[src/rtl/ifc_pkg.sv]
package ifc_pkg;
  localparam int WORD_W = 12;
  localparam int FLD_W  = 3;
  localparam int SAVE_W = 1 + 2 * FLD_W;

  typedef enum logic [4:0] {
    OP_NONE, OP_SKON, OP_ION, OP_IOF, OP_SRQ, OP_CAF,
    OP_CDF, OP_CIF, OP_CDFCIF, OP_CINT, OP_RDF, OP_RIF,
    OP_RIB, OP_RMF, OP_SINT, OP_CUF, OP_SUF, OP_UTRAP
  } iot_op_e;

  // Classify an instruction word; user mode turns any transfer into a trap.
  function automatic iot_op_e iot_classify(input logic [WORD_W-1:0] ir,
                                           input logic user);
    iot_op_e op;
    op = OP_NONE;
    if (ir[11:9] == 3'b110) begin
      if (user) op = OP_UTRAP;
      else if (ir[8:3] == 6'o00) begin
        case (ir[2:0])
          3'd0: op = OP_SKON;
          3'd1: op = OP_ION;
          3'd2: op = OP_IOF;
          3'd3: op = OP_SRQ;
          3'd7: op = OP_CAF;
          default: op = OP_NONE;
        endcase
      end else if (ir[8:6] == 3'b010) begin
        case (ir[2:0])
          3'd1: op = OP_CDF;
          3'd2: op = OP_CIF;
          3'd3: op = OP_CDFCIF;
          3'd4: begin
            case (ir[5:3])
              3'd0: op = OP_CINT;
              3'd1: op = OP_RDF;
              3'd2: op = OP_RIF;
              3'd3: op = OP_RIB;
              3'd4: op = OP_RMF;
              3'd5: op = OP_SINT;
              3'd6: op = OP_CUF;
              default: op = OP_SUF;
            endcase
          end
          default: op = OP_NONE;
        endcase
      end
    end
    return op;
  endfunction

  function automatic logic [SAVE_W-1:0] pack_save(input logic uf,
                                                  input logic [FLD_W-1:0] ifld,
                                                  input logic [FLD_W-1:0] dfld);
    return {uf, ifld, dfld};
  endfunction

  // Place a field value at bit FLD_W of an accumulator-wide word.
  function automatic logic [WORD_W-1:0] field_to_ac(input logic [FLD_W-1:0] f);
    return {{(WORD_W-2*FLD_W){1'b0}}, f, {FLD_W{1'b0}}};
  endfunction
endpackage

[src/rtl/ifc_decode.sv]
module ifc_decode
  import ifc_pkg::*;
(
  input  logic              exec_i,
  input  logic              user_i,
  input  logic [WORD_W-1:0] ir_i,
  output iot_op_e           op_o
);
  assign op_o = exec_i ? iot_classify(ir_i, user_i) : OP_NONE;
endmodule

[src/rtl/ifc_intr_state.sv]
module ifc_intr_state
  import ifc_pkg::*;
(
  input  logic    clk,
  input  logic    rst_n,
  input  logic    fetch_i,
  input  logic    jump_i,
  input  iot_op_e op_i,
  input  logic    req_any_i,
  output logic    take_o,
  output logic    ion_o,
  output logic    utrap_o
);
  logic ion_q, ion_dly_q, cif_dly_q, utrap_q;
  logic enter;

  assign take_o  = ion_q && !ion_dly_q && !cif_dly_q && (req_any_i || utrap_q);
  assign enter   = fetch_i && take_o;
  assign ion_o   = ion_q;
  assign utrap_o = utrap_q;

  always_ff @(posedge clk) begin
    if (!rst_n) begin
      ion_q     <= 1'b0;
      ion_dly_q <= 1'b0;
      cif_dly_q <= 1'b0;
      utrap_q   <= 1'b0;
    end else begin
      if (fetch_i) begin
        ion_dly_q <= 1'b0;
        if (enter) ion_q <= 1'b0;
      end
      case (op_i)
        OP_ION: begin ion_q <= 1'b1; ion_dly_q <= 1'b1; end
        OP_SKON, OP_IOF: ion_q <= 1'b0;
        OP_CAF: begin ion_q <= 1'b0; ion_dly_q <= 1'b0; utrap_q <= 1'b0; end
        OP_CIF, OP_CDFCIF, OP_RMF, OP_CUF, OP_SUF: cif_dly_q <= 1'b1;
        OP_CINT:  utrap_q <= 1'b0;
        OP_UTRAP: utrap_q <= 1'b1;
        default: ;
      endcase
      if (jump_i) cif_dly_q <= 1'b0;
    end
  end

  a_r2_entry_ion_off: assert property (@(posedge clk) disable iff (!rst_n)
    (fetch_i && take_o) |=> !ion_q);
  a_r3_ion_arms_delay: assert property (@(posedge clk) disable iff (!rst_n)
    (op_i == OP_ION && !fetch_i) |=> (ion_q && ion_dly_q && !take_o));
  a_r3_fetch_disarms: assert property (@(posedge clk) disable iff (!rst_n)
    (fetch_i && op_i != OP_ION) |=> !ion_dly_q);
  a_r4_jump_releases: assert property (@(posedge clk) disable iff (!rst_n)
    (jump_i && op_i == OP_NONE) |=> !cif_dly_q);
  a_r10_trap_latches: assert property (@(posedge clk) disable iff (!rst_n)
    (op_i == OP_UTRAP) |=> utrap_q);
endmodule

[src/rtl/ifc_field_regs.sv]
module ifc_field_regs
  import ifc_pkg::*;
#(
  parameter logic [ifc_pkg::FLD_W-1:0] RST_FIELD = '0
) (
  input  logic              clk,
  input  logic              rst_n,
  input  logic              enter_i,
  input  logic              jump_i,
  input  iot_op_e           op_i,
  input  logic [FLD_W-1:0]  fld_i,
  output logic [FLD_W-1:0]  if_o,
  output logic [FLD_W-1:0]  df_o,
  output logic              uf_o,
  output logic [SAVE_W-1:0] sf_o
);
  logic [FLD_W-1:0]  if_q, ib_q, df_q;
  logic              uf_q, ub_q;
  logic [SAVE_W-1:0] sf_q;

  assign if_o = if_q;
  assign df_o = df_q;
  assign uf_o = uf_q;
  assign sf_o = sf_q;

  always_ff @(posedge clk) begin
    if (!rst_n) begin
      if_q <= RST_FIELD;
      ib_q <= RST_FIELD;
      df_q <= RST_FIELD;
      uf_q <= 1'b0;
      ub_q <= 1'b0;
      sf_q <= '0;
    end else if (enter_i) begin
      sf_q <= pack_save(uf_q, if_q, df_q);
      if_q <= '0;
      ib_q <= '0;
      df_q <= '0;
      uf_q <= 1'b0;
      ub_q <= 1'b0;
    end else begin
      if (jump_i) begin
        if_q <= ib_q;
        uf_q <= ub_q;
      end
      case (op_i)
        OP_CDF:    df_q <= fld_i;
        OP_CIF:    ib_q <= fld_i;
        OP_CDFCIF: begin df_q <= fld_i; ib_q <= fld_i; end
        OP_RMF: begin
          ub_q <= sf_q[2*FLD_W];
          ib_q <= sf_q[2*FLD_W-1:FLD_W];
          df_q <= sf_q[FLD_W-1:0];
        end
        OP_CUF: ub_q <= 1'b0;
        OP_SUF: ub_q <= 1'b1;
        default: ;
      endcase
    end
  end

  a_r2_fields_cleared: assert property (@(posedge clk) disable iff (!rst_n)
    enter_i |=> (if_q == '0 && df_q == '0 && ib_q == '0 && !uf_q && !ub_q));
  a_r4_commit: assert property (@(posedge clk) disable iff (!rst_n)
    (jump_i && !enter_i) |=> (if_q == $past(ib_q) && uf_q == $past(ub_q)));
  a_r4_cif_holds_if: assert property (@(posedge clk) disable iff (!rst_n)
    (op_i == OP_CIF && !jump_i && !enter_i) |=> ($stable(if_q) && ib_q == $past(fld_i)));
  a_r7_restore: assert property (@(posedge clk) disable iff (!rst_n)
    (op_i == OP_RMF && !enter_i) |=> (df_q == $past(sf_q[FLD_W-1:0])));
endmodule

[src/rtl/intr_field_ctl.sv]
module intr_field_ctl
  import ifc_pkg::*;
#(
  parameter int NREQ = 4,
  parameter logic [ifc_pkg::FLD_W-1:0] RST_FIELD = '0
) (
  input  logic              clk,
  input  logic              rst_n,
  input  logic              fetch_i,
  input  logic              exec_i,
  input  logic              jump_i,
  input  logic [11:0]       ir_i,
  input  logic [NREQ-1:0]   dev_req_i,
  output logic              take_o,
  output logic [2:0]        if_o,
  output logic [2:0]        df_o,
  output logic              uf_o,
  output logic              ion_o,
  output logic [11:0]       ac_or_o,
  output logic              ac_clr_o,
  output logic              skip_o,
  output logic              dev_clr_o
);
  iot_op_e           op;
  logic              utrap, enter, req_any;
  logic [SAVE_W-1:0] sf;

  assign req_any = |dev_req_i;
  assign enter   = fetch_i && take_o;

  ifc_decode u_dec (
    .exec_i (exec_i),
    .user_i (uf_o),
    .ir_i   (ir_i),
    .op_o   (op)
  );

  ifc_intr_state u_intr (
    .clk       (clk),
    .rst_n     (rst_n),
    .fetch_i   (fetch_i),
    .jump_i    (jump_i),
    .op_i      (op),
    .req_any_i (req_any),
    .take_o    (take_o),
    .ion_o     (ion_o),
    .utrap_o   (utrap)
  );

  ifc_field_regs #(.RST_FIELD(RST_FIELD)) u_fld (
    .clk     (clk),
    .rst_n   (rst_n),
    .enter_i (enter),
    .jump_i  (jump_i),
    .op_i    (op),
    .fld_i   (ir_i[5:3]),
    .if_o    (if_o),
    .df_o    (df_o),
    .uf_o    (uf_o),
    .sf_o    (sf)
  );

  always_comb begin
    ac_or_o   = '0;
    skip_o    = 1'b0;
    ac_clr_o  = 1'b0;
    dev_clr_o = 1'b0;
    case (op)
      OP_RDF:  ac_or_o = field_to_ac(df_o);
      OP_RIF:  ac_or_o = field_to_ac(if_o);
      OP_RIB:  ac_or_o = {{(WORD_W-SAVE_W){1'b0}}, sf};
      OP_SKON: skip_o  = ion_o;
      OP_SRQ:  skip_o  = req_any || utrap;
      OP_SINT: skip_o  = utrap;
      OP_CAF:  begin ac_clr_o = 1'b1; dev_clr_o = 1'b1; end
      default: ;
    endcase
  end

  a_r10_user_quiet: assert property (@(posedge clk) disable iff (!rst_n)
    (exec_i && uf_o && ir_i[11:9] == 3'b110) |->
      (ac_or_o == '0 && !skip_o && !ac_clr_o && !dev_clr_o));
  a_r1_take_needs_ion: assert property (@(posedge clk) disable iff (!rst_n)
    take_o |-> ion_o);
  a_r9_clear_pair: assert property (@(posedge clk) disable iff (!rst_n)
    ac_clr_o |=> !ion_o);
endmodule

[config.mk]
export PLATFORM = sky130hd
export DESIGN_NAME = intr_field_ctl
export DESIGN_NICKNAME = d
export VERILOG_FILES = /design/src/rtl/ifc_pkg.sv /design/src/rtl/ifc_decode.sv /design/src/rtl/ifc_intr_state.sv /design/src/rtl/ifc_field_regs.sv /design/src/rtl/intr_field_ctl.sv
export SDC_FILE = /design/constraint.sdc
export NUM_CORES = 1
export LEC_CHECK = 0
export CAP_MARGIN = 20
export CORE_ASPECT_RATIO = 0.9
export CORE_MARGIN = 2
export CORE_UTILIZATION = 49
export DETAILED_ROUTE_END_ITERATION = 6
export PLACE_DENSITY = 0.8
export SLEW_MARGIN = 20
export SYNTH_ARGS = -nofsm -noshare
export SYNTH_HDL_FRONTEND = slang
export SYNTH_SLANG_ARGS = --single-unit
[constraint.sdc]
create_clock -name clk -period 2.6 [get_ports clk]
set_input_delay 0.26 -clock clk [delete_from_list [all_inputs] [get_ports clk]]
set_output_delay 0.26 -clock clk [all_outputs]
set_load 0.1 [all_outputs]
==> results by group, run 1 <==
Global route
  – Gr usage total: 28.66%
  – Pin count of the biggest net entering global routing: 12
  – Antenna violations before repair: 0
  – Global-route wire length before repair: 8.659 mm
  – Remaining Overflow, GRT: 0
  – Number of global-route vias before repair: 1823

Timing
  – Period minus WS final: 2535 ps
  – Final number of hold-violating endpoints: 0
  – Maximum frequency from static timing analysis: 0.3944 GHz
  – Final clock period utilization by the worst path: 97.51%
  – Unrepaired setup endpoints after global routing: false
  – Clock Skew: 8.947 ps
  – Accumulated negative setup slack: 0 ps
  – Final setup violation count: 0
  – Final Max Slew Viols: 0
  – Worst hold slack: 426.4 ps

Drt
  – Detailed router's first-iteration violation count: 128
  – Residual DRC: 0
  – Routed vias/inst: 6.068
  – Number of antenna-violating nets in the routed design: 0
  – Pre-Repair DR Iteration Count: 4
  – DR WL/cell: 17.34 um
  – Total length of routed wires: 5.600 mm
  – Via count of the routed design: 1960

Place
  – HPWL after DPL: 4.059 mm
  – Last weighted congestion value of the routability-driven placer: 0.9793
  – Placed Instances: 319
  – Count of input and output buffers: 39

Floorplanning
  – Standard-cell row count: 20
  – Initial standard-cell utilization of the core: 51.15%
  – Floorplan die height: 60.34 um
  – DIE AREA: 4018 um2
  – Floorplan core area: around 3400 um2
  – Chip width: 66.60 um
  – Number of primary I/O pins: 45

Critical path
  – Stage delay of the slowest cell on the critical path: 410 ps
  – Data required time at the worst endpoint: 2340 ps
  – Critical path's slowest cell: or3b_4
  – Arr. time, crit path: 2280 ps
  – Category of the critical setup timing path: in -> out
  – Critical Path, Cell by Cell: dlygate4sd2_1, or3b_4, or3_4, a21oi_2, buf_4, nor4_4, buf_6, and2_2, buf_12
  – Kind of cell adding the most delay to the critical path: simple AND/OR/NAND/NOR gates
  – Type of origin of the critical path: primary input
  – WP buf/inv: 4
  – Minimum setup slack among reg-to-reg paths: ~600 ps
  – Maximum fanout count along the critical path: 7
  – CP Capture Type: primary output

Cells and area
  – Antenna diode count: 0
  – Post-layout instance count excluding filler cells: ~320
  – Utilization after layout: 79.22%
  – Share of cells above drive strength 1: 40.50%
  – Filler cells: ~210
  – Growth of design area from synthesis to finish: 54.89%
  – Nets@finish: 302

Synthesis
  – Count of unique library cells instantiated by Yosys: between 60 and 70
  – Mapped Area: 1728 um2
  – Fraction of the yosys area taken by sequential cells: 25.49%
  – Post-synthesis average cell area: 8.429 um2
  – Share of synthesized registers carrying an async set or reset: 0%
  – Cells after synthesis: 205
  – EDFF count, synth: 0
  – Dominant register cell in the synthesized netlist: dfxtp_1
  – Flop and latch count out of synthesis: 22
  – Syn. warnings: 0

Clocking
  – Clock transition time at the flip-flop clock pins of the worst setup and hold paths: 70 ps
  – Library cell used as clock root buffer: clkbuf_8
  – Clk Latency, worst-skew pair: 260 ps
  – Total clock sinks: 22
  – Bufs on Longest Clock Path: 2
  – CTS buffer count: 3
  – TritonCTS clock tree: done
  – Htree depth: 1

Power and ir drop
  – Total power density per cell area: 264.8 nW/um2
  – Post-route total power: 708.6 uW
  – Max rail drop VDD: ~0.35 mV
  – Leakage power summed over all cells: roughly 0.0011 uW

Job
  – Max-Cap Viols: 0

Worst hold path
  – Path category of the worst min-delay check: in -> reg

Run status
  – Outcome: finished clean
-- worst paths after layout --
kind                                    from                         end  depth (start not counted)
setup / recovery                     ir_i[0]                  ac_or_o[1]                          9
hold / removal                       ir_i[4]  u_fld.df_o[1]$_SDFFE_PP0P_                          3
setup reg to reg     u_fld.uf_o$_SDFFE_PP0P_  u_fld.ib_q[0]$_SDFFE_PP0P_                         10
hold reg to reg   u_fld.ib_q[1]$_SDFFE_PP0P_  u_fld.ib_q[1]$_SDFFE_PP0P_                          2
-- Yosys cell counts (all sizes together) (5+ instances only) --
library cell	instances	area [um2]
a21oi	10	50.05
and2	7	43.79
buf	12	82.57
clkbuf	5	18.77
dfxtp	22	440.4
inv	8	30.03
mux2i	14	140.1
nand2	16	62.56
nand3	10	62.56
nor2	18	85.08
nor2b	8	50.05
nor3	6	41.29
o21a	6	45.04
o21ai	7	35.03
o31ai	5	66.32
-- worst min-delay path: stages --
cell	delay [ps]
clkbuf_2	150
buf_4	130
o21a_1	110
-- area by class of cell --
type	count	area (um2)	area share [%]
inverters	8	30.03	1.122
clock buffers	3	41.29	1.543
well taps	44	55.05	2.057
multi-input cells	162	1294	48.34
repair buffers	84	814.5	30.43
flip-flops and latches	22	441.7	16.50
-- metal layers --
layer  GRT usage [%]  wire [um]
met1           36.52       2338
met2           49.14       2818
met3           4.824        332
met4           11.08        110
met5               0          0
-- where the power goes --
group / total, uW / switching (uW) / internal, uW
Sequential: 337 / 0.223 / 337
Clock: 211 / 108 / 103
Combinational: 161 / 97.2 / 63.5
-- cell usage in the layout, fill, tap and decap left out, types with 6 or more instances in the layout --
| cell type | instances |
|---|---|
| nor2b_1 | 7 |
| clkdlybuf4s50_1 | 11 |
| o21a_1 | 6 |
| mux2i_1 | 14 |
| nand2_1 | 15 |
| nand3_1 | 7 |
| nor2_1 | 14 |
| buf_12 | 11 |
| dfxtp_1 | 21 |
| a21oi_1 | 9 |
| buf_4 | 51 |
| inv_1 | 8 |
-- timing repair --
| item | 4_1_cts | 5_1_grt |
|---|---|---|
| endpoints found under the setup margin | 10 | 10 |
| hold buffers | 0 | 0 |
| gates resized for setup | 26 | 8 |
| endpoints found under the hold margin | 0 | 0 |
| buffers inserted | 2 | 0 |
| cloned | 0 | 0 |
| pin swaps | 11 | 6 |
-- cells by family after synthesis --
logic type / synth area share, %
other: 0.2170
buffers and inverters: 7.603
DFF: 25.49
muxes: 8.110
xor gates and xnor gates: 1.521
and+or+nand+nor: 31.72
AOI/OAI and AO/OA: 25.35
-- registers in the layout, summed over array words and instances (netlist names) --
signal / flops
u_fld.sf_o: 7
u_fld.df_o: 3
u_fld.ib_q: 3
u_fld.if_o: 3
u_fld.ub_q: 1
u_fld.uf_o: 1
u_intr.cif_dly_q: 1
u_intr.ion_dly_q: 1
u_intr.ion_o: 1
u_intr.utrap_o: 1
-- through the flow --
stage          area (um2)  worst slack [ps]
2_1_floorplan        1794            -243.7
4_1_cts              2671             21.29
3_5_place_dp         2546            -324.3
3_3_place_gp         2546            -276.6
5_1_grt              2676             11.26
6_report             2676             64.67
(Power assumes the default switching activity.)
==> run 2: changes to the inputs <==
--- a/config.mk
+++ b/config.mk
@@ -8,9 +8,10 @@
 export CAP_MARGIN = 20
 export CORE_ASPECT_RATIO = 0.9
 export CORE_MARGIN = 2
-export CORE_UTILIZATION = 49
+export CORE_UTILIZATION = 44
 export DETAILED_ROUTE_END_ITERATION = 6
-export PLACE_DENSITY = 0.8
+export PLACE_DENSITY = 0.76
+export SKIP_LAST_GASP = 1
 export SLEW_MARGIN = 20
 export SYNTH_ARGS = -nofsm -noshare
 export SYNTH_HDL_FRONTEND = slang
==> constraint.sdc (replaced) <==
create_clock -name clk -period 2.2 [get_ports clk]
set_input_delay 0.22 -clock clk [delete_from_list [all_inputs] [get_ports clk]]
set_output_delay 0.22 -clock clk [all_outputs]
set_load 0.1 [all_outputs]
==> results by group, run 2 (synthesized netlist as in run 1, its figures left out) <==
Power and ir drop
  – Total power density per cell area: 295.6 nW/um2
  – Max rail drop VDD: 0.2936 mV
  – Leakage power summed over all cells: 0.001322 uW

Cells and area
  – Flip-flop count of the largest register after layout: 7
  – Area of combinational cells with multiple inputs: approximately 1500 um2
  – Sequential cell area: about 440 um2
  – Filler cells: 182
  – Share of cells above drive strength 1: 52.30%
  – Most common cell after layout, fill and taps aside: buf_4
  – Antenna diode count: 0
  – Final design area excluding fillers: 3123 um2
  – Growth of design area from synthesis to finish: 80.74%
  – Most frequent cells in the layout: buf_4 (61), dfxtp_1 (21), buf_6 (16), nand2_1 (15)
  – Post-layout instance count excluding filler cells: 350
  – Nets@finish: approximately 330

Floorplanning
  – Floorplan core area: roughly 3700 um2
  – Initial standard-cell utilization of the core: ~46%
  – Chip width: 70.06 um
  – DIE AREA: 4445 um2
  – Floorplan die height: 63.45 um
  – Number of primary I/O pins: 45
  – Standard-cell row count: 21

Global route
  – Remaining Overflow, GRT: 0
  – Pin count of the biggest net entering global routing: 14
  – Gr usage total: 26.10%
  – Number of global-route vias before repair: 1980
  – Global-route wire length before repair: 9.328 mm
  – Antenna violations before repair: 0

Clocking
  – Total clock sinks: 22
  – TritonCTS clock tree: done
  – Bufs on Longest Clock Path: 2
  – Library cell used as clock root buffer: clkbuf_8
  – Htree depth: 1
  – Hold bufs inserted after CTS: 0
  – Clock transition time at the flip-flop clock pins of the worst setup and hold paths: 80 ps
  – CTS buffer count: 3
  – Clk Latency, worst-skew pair: around 270 ps

Critical path
  – Launch point of the worst reg-to-reg path: u_fld.uf_o$_SDFFE_PP0P_
  – Category of the critical setup timing path: in -> out
  – Type of origin of the critical path: primary input
  – FF-to-FF path depth: 10
  – Minimum setup slack among reg-to-reg paths: ~160 ps
  – CP Capture Type: primary output
  – Worst flop-to-flop path endpoint: u_fld.df_o[2]$_SDFFE_PP0P_
  – Maximum fanout count along the critical path: 3
  – Data required time at the worst endpoint: 1980 ps
  – Arr. time, crit path: 2220 ps

Place
  – DP Area: 2708 um2
  – Placed Instances: between 300 and 400
  – HPWL after DPL: roughly 4.1 mm
  – Last weighted congestion value of the routability-driven placer: 0.9146
  – Count of input and output buffers: 39

Worst hold path
  – Hold path startpoint: ir_i[3]
  – Hold Crit Depth: 3
  – Path category of the worst min-delay check: in -> reg
  – Endpoint of the worst hold-timing path: u_fld.df_o[0]$_SDFFE_PP0P_

Timing
  – Final number of hold-violating endpoints: 0
  – Final setup violation count: 19
  – Final Max Slew Viols: 0
  – Accumulated negative setup slack: -2972 ps
  – Maximum frequency from static timing analysis: 0.4098 GHz
  – Period minus WS final: 2440 ps
  – Clock Skew: 5.649 ps
  – PnR worst setup slack: -240.3 ps
  – Unrepaired setup endpoints after global routing: true
  – Final clock period utilization by the worst path: 110.9%

Drt
  – Residual DRC: 0
  – Via count of the routed design: 2140
  – DR WL/cell: 19.33 um
  – Number of antenna-violating nets in the routed design: 0
  – Pre-Repair DR Iteration Count: 5
  – Detailed router's first-iteration violation count: roughly 240
  – Total length of routed wires: around 6.8 mm
  – Routed vias/inst: between 6 and 7

Run status
  – Violated checks: setup timing
  – Outcome: complete, but fails checks

Job
  – Max-Cap Viols: 0
-- run 2: changes by cell type in the layout (fill, tap and decap cells not counted), sizes merged --
| cell | delta |
|---|---|
| clkdlybuf4s50 | -3 |
| clkbuf | +3 |
| dlygate4sd2 | -5 |
| clkdlybuf4s15 | -1 |
| dlymetal6s2s | +3 |
| buf | +28 |
-- run 2: routing by layer --
layer,up-vias,part of all wire (%),GRT usage [%]
met1,1014,42,34.02
met2,160,45,41.67
li1,939,-,-
met4,0,4.1,11.54
met3,27,9.0,5.280
met5,-,0,0
-- run 2: area by class of cell --
cell class | count | area share, %
sequential | 22 | 14.22
tap | 46 | 1.843
clock buffer | 4 | 1.763
inverter | 8 | 0.9615
timing repair buffer | 108 | 33.81
multi-input combinational | 162 | 47.40
-- run 2: power by group --
group          internal (uW)  switching (uW)  total, uW
logic                   97.7             135        233
clock network            160             134        294
registers                397           0.277        397
total                    654             269        923
-- run 2: worst max-delay path, stage by stage --
cell and delay, ps:
buf_6 90, or4_4 570, buf_6 160, o32ai_2 270, a32o_2 270, nand3_4 130
nor2_4 110, nand3_2 100, o31ai_4 90, buf_12 210
-- run 2: how the worst max path moves through the flow --
stage / slack (ps) / startpoint / depth (start not counted) / to
after detailed placement: -550 / ir_i[7] / 9 / skip_o
after CTS: -200 / ir_i[8] / 11 / ac_or_o[0]
final: -240 / ir_i[7] / 10 / skip_o
after floorplan: -560 / ir_i[7] / 6 / dev_clr_o
after global routing: -270 / ir_i[7] / 10 / skip_o
after global placement: -530 / ir_i[2] / 9 / ac_or_o[5]
-- run 2: timing repair --
item,4_1_cts,5_1_grt
setup endpoints to repair,21,18
resized for setup,49,46
pin swaps,16,21
setup buffers,7,14
hold endpoints to repair,0,0
-- run 2: per-stage QoR --
| step | worst slack (ps) | hold WS, ps | total power [uW] | util (%) |
|---|---|---|---|---|
| floorplan | -563.7 | 343.8 | 517.0 | - |
| global placement | -527.4 | 455.3 | 601.9 | 72.57 |
| detailed placement | -552.0 | 457.0 | 604.2 | 72.57 |
| CTS | -204.1 | 333.0 | 897.7 | 77.93 |
| global route | -271.7 | 354.5 | 951.3 | 83.70 |
| finish | -240.3 | 360.2 | 923.1 | 83.70 |
==> run 3: changes to the inputs <==
--- a/config.mk
+++ b/config.mk
@@ -10,6 +10,7 @@
 export CORE_MARGIN = 2
 export CORE_UTILIZATION = 44
 export DETAILED_ROUTE_END_ITERATION = 6
+export GPL_ROUTABILITY_DRIVEN = 0
 export PLACE_DENSITY = 0.76
 export SKIP_LAST_GASP = 1
 export SLEW_MARGIN = 20
==> results by group, run 3 (synthesized netlist as in run 1, its figures left out) <==
Global route
  – Antenna violations before repair: 0
  – Pin count of the biggest net entering global routing: 14
  – Gr usage total: 29.48%
  – Global-route wire length before repair: ~10 mm
  – Remaining Overflow, GRT: 0
  – Number of global-route vias before repair: 2115

Floorplanning
  – Number of primary I/O pins: 45
  – Chip width: 70.06 um
  – DIE AREA: 4445 um2
  – Initial standard-cell utilization of the core: 46.31%
  – Standard-cell row count: 21
  – Floorplan die height: 63.45 um
  – Floorplan core area: around 3700 um2

Job
  – Max-Cap Viols: 0

Clocking
  – Library cell used as clock root buffer: clkbuf_8
  – Clock transition time at the flip-flop clock pins of the worst setup and hold paths: 90 ps
  – Clk Latency, worst-skew pair: 270 ps
  – Hold bufs inserted after CTS: 0
  – CTS buffer count: 3
  – Htree depth: 1
  – Total clock sinks: 22
  – Bufs on Longest Clock Path: 2
  – TritonCTS clock tree: done

Cells and area
  – Post-layout instance count excluding filler cells: 352
  – Final design area excluding fillers: 3080 um2
  – Growth of design area from synthesis to finish: 78.28%
  – Filler cells: about 190
  – Share of cells above drive strength 1: 51.96%
  – Most common cell after layout, fill and taps aside: buf_4
  – Antenna diode count: 0
  – Most frequent cells in the layout: buf_4 (62), dfxtp_1 (21), buf_6 (18), nand2_1 (15)
  – Flip-flop count of the largest register after layout: 7
  – Nets@finish: 328

Place
  – DP Area: 2708 um2
  – Placed Instances: ~330
  – HPWL after DPL: 4.041 mm
  – Count of input and output buffers: 39

Timing
  – PnR worst setup slack: -226.8 ps
  – Final Max Slew Viols: 0
  – Unrepaired setup endpoints after global routing: true
  – Clock Skew: around 14 ps
  – Period minus WS final: 2427 ps
  – Accumulated negative setup slack: -2107 ps
  – Final setup violation count: 13
  – Final clock period utilization by the worst path: 110.3%
  – Maximum frequency from static timing analysis: slightly above 0.4 GHz
  – Final number of hold-violating endpoints: 0

Drt
  – Via count of the routed design: 2179
  – Total length of routed wires: 7.175 mm
  – Number of antenna-violating nets in the routed design: 0
  – Residual DRC: 0
  – Detailed router's first-iteration violation count: 336
  – Routed vias/inst: 6.190
  – DR WL/cell: 20.38 um
  – Pre-Repair DR Iteration Count: 5

Worst hold path
  – Endpoint of the worst hold-timing path: u_fld.df_o[0]$_SDFFE_PP0P_
  – Path category of the worst min-delay check: in -> reg
  – Hold Crit Depth: 3
  – Hold path startpoint: ir_i[3]

Run status
  – Violated checks: setup timing
  – Outcome: complete, but fails checks

Critical path
  – Launch point of the worst reg-to-reg path: u_fld.uf_o$_SDFFE_PP0P_
  – Worst flop-to-flop path endpoint: u_fld.ib_q[0]$_SDFFE_PP0P_
  – FF-to-FF path depth: 9
  – Type of origin of the critical path: primary input
  – Minimum setup slack among reg-to-reg paths: 230 ps
  – Data required time at the worst endpoint: ~2000 ps
  – Maximum fanout count along the critical path: 7
  – CP Capture Type: primary output
  – Arr. time, crit path: about 2200 ps
  – Category of the critical setup timing path: in -> out

Power and ir drop
  – Leakage power summed over all cells: about 0.0013 uW
  – Max rail drop VDD: 0.4500 mV
  – Total power density per cell area: 304.1 nW/um2
-- run 3: layout make-up --
class	instances	area [um2]	share of cell area, %
inverter	8	30.03	0.9748
sequential	22	444.2	14.42
clock buffer	4	55.05	1.787
multi-input combinational	162	1423	46.18
tap	46	57.56	1.868
timing repair buffer	110	1071	34.77
-- run 3: repair_timing --
| item | 4_1_cts | 5_1_grt |
|---|---|---|
| hold endpoints to repair | 0 | 0 |
| pin swaps | 24 | 9 |
| setup buffers | 16 | 3 |
| resized for setup | 71 | 18 |
| setup endpoints to repair | 21 | 18 |
-- run 3: metal layers --
layer  vias to the layer above  share of wire (%)  global-route usage (%)
met3                        43                 11                   6.880
met2                       162                 46                   47.98
met5                         -                  0                       0
li1                        943                  -                       -
met4                         0                4.3                   12.50
met1                      1031                 39                   37.34
-- run 3: worst max-delay path: stages --
cell,delay [ps]
buf_6,90
or4_4,540
buf_6,140
o31ai_4,250
or2_4,210
nand2_4,60
nor4_4,190
buf_12,180
o2bb2ai_4,130
buf_12,190
-- run 3: power breakdown --
group          switching, uW  leakage (uW)  internal (uW)
clock network            135     0.0000288            160
logic                    139       0.00107            106
registers              0.296      0.000178            397
-- run 3: how the worst max path moves through the flow --
stage          startpoint         end  slack, ps  cells past startpoint
3_3_place_gp      ir_i[2]  ac_or_o[5]       -500                      9
4_1_cts           ir_i[3]      skip_o       -150                     10
5_1_grt           ir_i[4]  ac_or_o[5]       -270                     10
6_report          ir_i[4]  ac_or_o[5]       -230                     10
2_1_floorplan     ir_i[7]   dev_clr_o       -560                      6
3_5_place_dp      ir_i[5]      skip_o       -530                     10
-- run 3: through the flow --
step | utilization, % | setup WS, ps | hold WS, ps | power [uW]
finish | 82.56 | -226.8 | 297.4 | 936.6
detailed placement | 72.57 | -534.9 | 455.0 | 602.0
CTS | 80.28 | -154.3 | 336.9 | 905.7
global placement | 72.57 | -496.1 | 458.1 | 599.7
floorplan | - | -563.7 | 343.8 | 517.0
global route | 82.56 | -267.9 | 294.1 | 964.4
